`src/rtl/pcs_codec_pkg.sv`:
```
package pcs_codec_pkg;
  localparam int NIB_W = 4;
  localparam int GRP_W = 5;
  localparam int NUM_DATA = 1 << NIB_W;

  typedef logic [GRP_W-1:0] grp_t;
  typedef logic [NIB_W-1:0] nib_t;

  localparam grp_t C_IDLE = 5'b11111;
  localparam grp_t C_SSD1 = 5'b11000;
  localparam grp_t C_SSD2 = 5'b10001;
  localparam grp_t C_ESD1 = 5'b01101;
  localparam grp_t C_ESD2 = 5'b00111;
  localparam grp_t C_HALT = 5'b00100;

  localparam nib_t FC_NIB   = 4'b1110;
  localparam nib_t CERR_A   = 4'b0110;
  localparam nib_t CERR_B   = 4'b0101;

  typedef enum logic [1:0] {TX_IDLE, TX_SSD2, TX_DATA, TX_ESD2} tx_st_e;
  typedef enum logic [2:0] {RX_IDLE, RX_GOTJ, RX_DATA, RX_DATA_I, RX_GOTT, RX_BAD} rx_st_e;

  typedef struct packed {
    logic hit;
    nib_t nib;
  } dec_t;

  function automatic grp_t enc_nib(input nib_t n);
    case (n)
      4'h0: enc_nib = 5'b11110;
      4'h1: enc_nib = 5'b01001;
      4'h2: enc_nib = 5'b10100;
      4'h3: enc_nib = 5'b10101;
      4'h4: enc_nib = 5'b01010;
      4'h5: enc_nib = 5'b01011;
      4'h6: enc_nib = 5'b01110;
      4'h7: enc_nib = 5'b01111;
      4'h8: enc_nib = 5'b10010;
      4'h9: enc_nib = 5'b10011;
      4'hA: enc_nib = 5'b10110;
      4'hB: enc_nib = 5'b10111;
      4'hC: enc_nib = 5'b11010;
      4'hD: enc_nib = 5'b11011;
      4'hE: enc_nib = 5'b11100;
      default: enc_nib = 5'b11101;
    endcase
  endfunction

  // inverse search over the data table
  function automatic dec_t dec_grp(input grp_t g);
    dec_t r;
    r = '0;
    for (int i = 0; i < NUM_DATA; i++) begin
      if (enc_nib(nib_t'(i)) == g) begin
        r.hit = 1'b1;
        r.nib = nib_t'(i);
      end
    end
    return r;
  endfunction
endpackage

```
`src/rtl/pcs_tx_enc.sv`:
```
module pcs_tx_enc
  import pcs_codec_pkg::*;
(
  input  logic             clk_i,
  input  logic             rst_ni,
  input  logic             tx_en_i,
  input  logic             tx_er_i,
  input  logic [NIB_W-1:0] txd_i,
  output logic [GRP_W-1:0] tx_group_o
);
  tx_st_e st_q, st_d;
  grp_t   grp_q, grp_d;

  always_comb begin
    st_d  = st_q;
    grp_d = C_IDLE;
    case (st_q)
      TX_IDLE: if (tx_en_i) begin
        grp_d = C_SSD1;
        st_d  = TX_SSD2;
      end
      TX_SSD2: begin
        grp_d = C_SSD2;
        st_d  = TX_DATA;
      end
      TX_DATA: begin
        if (!tx_en_i) begin
          grp_d = C_ESD1;
          st_d  = TX_ESD2;
        end else if (tx_er_i) begin
          grp_d = C_HALT;
        end else begin
          grp_d = enc_nib(txd_i);
        end
      end
      default: begin
        grp_d = C_ESD2;
        st_d  = TX_IDLE;
      end
    endcase
  end

  always_ff @(posedge clk_i or negedge rst_ni) begin
    if (!rst_ni) begin
      st_q  <= TX_IDLE;
      grp_q <= C_IDLE;
    end else begin
      st_q  <= st_d;
      grp_q <= grp_d;
    end
  end

  assign tx_group_o = grp_q;


  ssd_pair_chk: assert property (@(posedge clk_i) disable iff (!rst_ni)
    (tx_group_o == C_SSD1) |=> (tx_group_o == C_SSD2));

  esd_pair_chk: assert property (@(posedge clk_i) disable iff (!rst_ni)
    (tx_group_o == C_ESD1) |=> (tx_group_o == C_ESD2));

  halt_cause_chk: assert property (@(posedge clk_i) disable iff (!rst_ni)
    (tx_group_o == C_HALT) |-> $past(tx_en_i && tx_er_i));
endmodule

```
`src/rtl/pcs_rx_dec.sv`:
```
module pcs_rx_dec
  import pcs_codec_pkg::*;
(
  input  logic             clk_i,
  input  logic             rst_ni,
  input  logic [GRP_W-1:0] rx_group_i,
  input  logic             err_sel_i,
  output logic             rx_dv_o,
  output logic             rx_er_o,
  output logic [NIB_W-1:0] rxd_o
);
  rx_st_e st_q, st_d;
  logic   dv_q, dv_d, er_q, er_d;
  nib_t   rxd_q, rxd_d;
  nib_t   err_nib;
  dec_t   dec;

  assign err_nib = err_sel_i ? CERR_B : CERR_A;
  assign dec     = dec_grp(rx_group_i);

  always_comb begin
    st_d  = st_q;
    dv_d  = 1'b0;
    er_d  = 1'b0;
    rxd_d = '0;
    case (st_q)
      RX_IDLE: begin
        if (rx_group_i == C_SSD1) begin
          st_d = RX_GOTJ;
        end else if (rx_group_i != C_IDLE) begin
          er_d  = 1'b1;
          rxd_d = FC_NIB;
          st_d  = RX_BAD;
        end
      end
      RX_GOTJ: begin
        if (rx_group_i == C_SSD2) begin
          st_d = RX_DATA;
        end else begin
          er_d  = 1'b1;
          rxd_d = FC_NIB;
          st_d  = (rx_group_i == C_IDLE) ? RX_IDLE : RX_BAD;
        end
      end
      RX_BAD: begin
        if (rx_group_i == C_IDLE) begin
          st_d = RX_IDLE;
        end else begin
          er_d  = 1'b1;
          rxd_d = FC_NIB;
        end
      end
      RX_DATA, RX_DATA_I: begin
        if (rx_group_i == C_ESD1) begin
          st_d = RX_GOTT;
        end else if (rx_group_i == C_IDLE) begin
          dv_d  = 1'b1;
          er_d  = 1'b1;
          rxd_d = err_nib;
          st_d  = (st_q == RX_DATA_I) ? RX_IDLE : RX_DATA_I;
        end else if (dec.hit) begin
          dv_d  = 1'b1;
          rxd_d = dec.nib;
          st_d  = RX_DATA;
        end else begin
          dv_d  = 1'b1;
          er_d  = 1'b1;
          rxd_d = err_nib;
          st_d  = RX_DATA;
        end
      end
      default: st_d = RX_IDLE;
    endcase
  end

  always_ff @(posedge clk_i or negedge rst_ni) begin
    if (!rst_ni) begin
      st_q  <= RX_IDLE;
      dv_q  <= 1'b0;
      er_q  <= 1'b0;
      rxd_q <= '0;
    end else begin
      st_q  <= st_d;
      dv_q  <= dv_d;
      er_q  <= er_d;
      rxd_q <= rxd_d;
    end
  end

  assign rx_dv_o = dv_q;
  assign rx_er_o = er_q;
  assign rxd_o   = rxd_q;


  dv_after_ssd_chk: assert property (@(posedge clk_i) disable iff (!rst_ni)
    $rose(rx_dv_o) |-> ($past(st_q) == RX_DATA));

  dv_end_cause_chk: assert property (@(posedge clk_i) disable iff (!rst_ni)
    $fell(rx_dv_o) |-> ($past(rx_group_i) == C_ESD1 || $past(rx_group_i) == C_IDLE));

  cerr_value_chk: assert property (@(posedge clk_i) disable iff (!rst_ni)
    (rx_dv_o && rx_er_o) |-> (rxd_o == CERR_A || rxd_o == CERR_B));
endmodule

```
`src/rtl/pcs_nibble_codec.sv`:
```
module pcs_nibble_codec
  import pcs_codec_pkg::*;
(
  input  logic             clk_i,
  input  logic             rst_ni,
  input  logic             tx_en_i,
  input  logic             tx_er_i,
  input  logic [NIB_W-1:0] txd_i,
  output logic [GRP_W-1:0] tx_group_o,
  input  logic [GRP_W-1:0] rx_group_i,
  input  logic             err_sel_i,
  output logic             rx_dv_o,
  output logic             rx_er_o,
  output logic [NIB_W-1:0] rxd_o
);
  pcs_tx_enc u_tx (
    .clk_i      (clk_i),
    .rst_ni     (rst_ni),
    .tx_en_i    (tx_en_i),
    .tx_er_i    (tx_er_i),
    .txd_i      (txd_i),
    .tx_group_o (tx_group_o)
  );

  pcs_rx_dec u_rx (
    .clk_i      (clk_i),
    .rst_ni     (rst_ni),
    .rx_group_i (rx_group_i),
    .err_sel_i  (err_sel_i),
    .rx_dv_o    (rx_dv_o),
    .rx_er_o    (rx_er_o),
    .rxd_o      (rxd_o)
  );
endmodule

```
`config.mk`:
```
export PLATFORM = sky130hd
export DESIGN_NAME = pcs_nibble_codec
export DESIGN_NICKNAME = d
export VERILOG_FILES = /design/src/rtl/pcs_codec_pkg.sv /design/src/rtl/pcs_tx_enc.sv /design/src/rtl/pcs_rx_dec.sv /design/src/rtl/pcs_nibble_codec.sv
export SDC_FILE = /design/constraint.sdc
export NUM_CORES = 1
export LEC_CHECK = 0
export ABC_CLOCK_PERIOD_IN_PS = 1800
export CORE_MARGIN = 2
export CORE_UTILIZATION = 47
export DETAILED_ROUTE_END_ITERATION = 12
export PLACE_DENSITY = 0.77
export SLEW_MARGIN = 20
export SYNTH_ARGS = -nofsm -noshare
export SYNTH_HDL_FRONTEND = slang
export SYNTH_SLANG_ARGS = --single-unit
```
`constraint.sdc`:
```
create_clock -name clk_i -period 1.8 [get_ports clk_i]
set_input_delay 0.36 -clock clk_i [delete_from_list [all_inputs] [get_ports clk_i]]
set_output_delay 0.36 -clock clk_i [all_outputs]
set_load 0.005 [all_outputs]
```
==> results.yml <==
synth:
  ys_types: 36
  synth_common_cells: "nor2_1, dfrtp_1, nand2_1, inv_1, o21ai_0"
  syn_nets: 129
  yosys.cell_count.top_type: "nor2_1"
  synth_edf_count: 0
  ys_seq_elements: 16
  ys_seq_area_share_pct: 41.77
  synth_warnings: 0
  ys_top_cells_by_area: "dfrtp_1, dfstp_2, nor2_1, ha_1, nand2_1"
  post-synth-top-area-cell: "dfrtp_1"
  synth-async-reset-ratio_pct: 100.0
  synth_top_area_share_pct: 28.28
  synthFlopType: "dfrtp_1"
  syn-cell-area_um2: 973.4
  synthCells: 111
  syn_avg_cell_area_um2: 8.770
worst_setup_path:
  cp_top_family: "flip-flops"
  r2r_end: "u_tx.tx_group_o[0]"
  cp_slowest_cell: "dfstp_2"
  critPathArrivalTime_ns: 1.31
  worstPathRequired_ns: 1.44
  rr_worst_depth: 4
  worst-setup-path-type: "flip-flop to primary output"
  cp_max_fo: 1
  crit_chain: "clkdlybuf4s50_1"
  r2r_slack_ns: 0.44
  rr_startpoint: "u_tx.st_q[0]"
  cpPeakStageDelay_ns: 0.53
  end_kind: "primary output"
  critical_path_buf_inv_count: 1
  worstSetupStartpointType: "flip-flop"
global_routing:
  use_met3_pct: 5.758
  grt-ovfl-total: 0
  grt_use_met1_pct: 26.36
  grt_pass1_wl_mm: 3.732
  grt.total_usage_pct: 19.77
  grt_max_degree: 17
  first_global_vias: 850
  top_usage_layer: "met2"
  antenna_found_initial: 0
  use_met2_pct: 32.21
sta:
  worstMarginPinSlew_ns: 0.2832
  fin_crit_ns: 1.668
  finalCritPeriodShare_pct: 92.66
  clock_skew_ns: 0.003933
  relSlewSlack_pct: 80.88
  max_freq_mhz: 599.5
  finalHoldViolations: 0
  maxSlewViolCount: 0
  rsz0062_at_grt: "no"
  setup_ws_ns: 0.1321
  finalSetupViolations: 0
  fin_setup_tns_ns: 0
clock_tree:
  clk-insertion-delay-late_ns: 0.28
  cts_post_setup_buffers_inserted: 0
  holdBufCountCts: 0
  clock_tree.root_cell: "clkbuf_4"
  clk_path_buf_depth: 2
  h-tree-depth: 1
  cts.repair.resized: 0
  cts_sinks: 16
  cts_tree: "yes"
  cts.clk_slew.worst_paths_ns: 0.09
  cts_made_buffers: 3
routing:
  dr.pass1.iters: 4
  drc: 0
  vias: 936
  antenna_left: 0
  routedWlPerCell_um: 12.10
  wl_mm: 2.142
  drtIter0Drc: 37
  via_per_inst: 5.288
power_and_ir_drop:
  p_clk_share_pct: 14.4
  irDropWorstVdd_mv: 0.9260
  power.leakage_nw: 0.5934
  pwr_density_cell_nw_per_um2: 1189
  swShare_pct: 33.13
  p_comb_share_pct: 45.9
  p_int_mw: 1.091
  p_switching_mw: 0.5402
  power_mw: 1.631
  seqPwrFrac_pct: 39.7
floorplanning:
  dieArea_um2: 2451
  placementRows: 16
  die_width_um: 49.51
  die_h_um: 49.51
  core_area_um2: 1962
  start_util_pct: 49.62
  ios: 25
place:
  dp_slack_ns: -0.08528
  portBuffers: 24
  gp_congestion: 0.8533
  dpl.cell_count: 173
  hpwl_mm: 1.747
flow_run:
  cap_violations: 0
final_layout:
  area_growth_pct: 40.87
  finalNonFillerCells: 177
  drive_gt1_share_pct: 20.67
  diodes: 0
  utilization_pct: 69.90
  final_nets: 169
worst_hold_path:
  hold_class: "input pin to async pin"
run_status:
  status: "completed"
==> worst max path at each step <==
stage | from | cells past startpoint | to
after floorplan | rx_group_i[1] | 6 | u_rx.rxd_o[1]
after global placement | rx_group_i[1] | 6 | u_rx.rx_er_o
after detailed placement | rx_group_i[1] | 6 | u_rx.rx_er_o
after CTS | u_tx.tx_group_o[1] | 1 | tx_group_o[1]
after global routing | rx_group_i[4] | 6 | u_rx.st_q[2]
final | u_tx.tx_group_o[1] | 1 | tx_group_o[1]
==> per-stage QoR <==
stage          hold slack (ns)  area [µm²]
2_1_floorplan          0.06441       973.4
3_3_place_gp            0.5403        1335
3_5_place_dp            0.5604        1335
4_1_cts                 0.3811        1371
5_1_grt                 0.3848        1371
6_report                0.3781        1371
==> area by class of cell <==
| class | instances | area (µm²) |
|---|---|---|
| fillers | 170 | 590.6 |
| multi-input cells | 83 | 515.5 |
| flip-flops and latches | 16 | 406.6 |
| repair buffers | 38 | 345.3 |
| clock buffers | 4 | 36.28 |
| inverters | 9 | 33.78 |
| well taps | 27 | 33.78 |
==> cell usage in the layout, fill, tap and decap left out, drive strengths merged, types with 2 or more instances in the layout <==
cell type	netlist	routed
o21ai	11	11
dfstp	5	5
nand3	5	5
o211ai	2	2
nand2	12	12
clkbuf	0	4
o2bb2ai	2	2
buf	3	14
ha	4	4
a21oi	5	5
nand2b	3	3
nor2	15	15
inv	9	9
clkdlybuf4s50	0	24
nor2b	5	5
nor3	4	4
dfrtp	11	11
==> cell families after synthesis <==
group                      Yosys count  share of synthesized area, %
and+or+nand+nor                     46                         24.42
AOI/OAI and AO/OA                   31                         21.47
DFF                                 16                         41.77
buffers and inverters               12                         5.270
adders and majority gates            4                         5.142
xor gates and xnor gates             1                        0.8999
muxes                                1                         1.028
==> registers in the layout, summed over array words and instances (netlist names) <==
signal and count:
u_tx.st_q 2, u_rx.rx_dv_o 1, u_rx.rxd_o 4, u_tx.tx_group_o 5, u_rx.rx_er_o 1, u_rx.st_q 3
==> power by group through the flow <==
| stage | combinational (mW) | clock (mW) | sequential [mW] |
|---|---|---|---|
| 4_1_cts | 0.756 | 0.244 | 0.651 |
| 5_1_grt | 0.827 | 0.256 | 0.672 |
| 6_report | 0.748 | 0.234 | 0.648 |
| 2_1_floorplan | 0.385 | 0 | 0.652 |
| 3_3_place_gp | 0.727 | 0 | 0.646 |
| 3_5_place_dp | 0.755 | 0 | 0.659 |
==> per-layer routing <==
metal / vias up / part of all wire [%]
met1: 430 / 45
met4: 0 / 0.47
met5: - / 0
met3: 2 / 5.9
li1: 473 / -
met2: 31 / 48
Power figures use the tool's default switching activity.
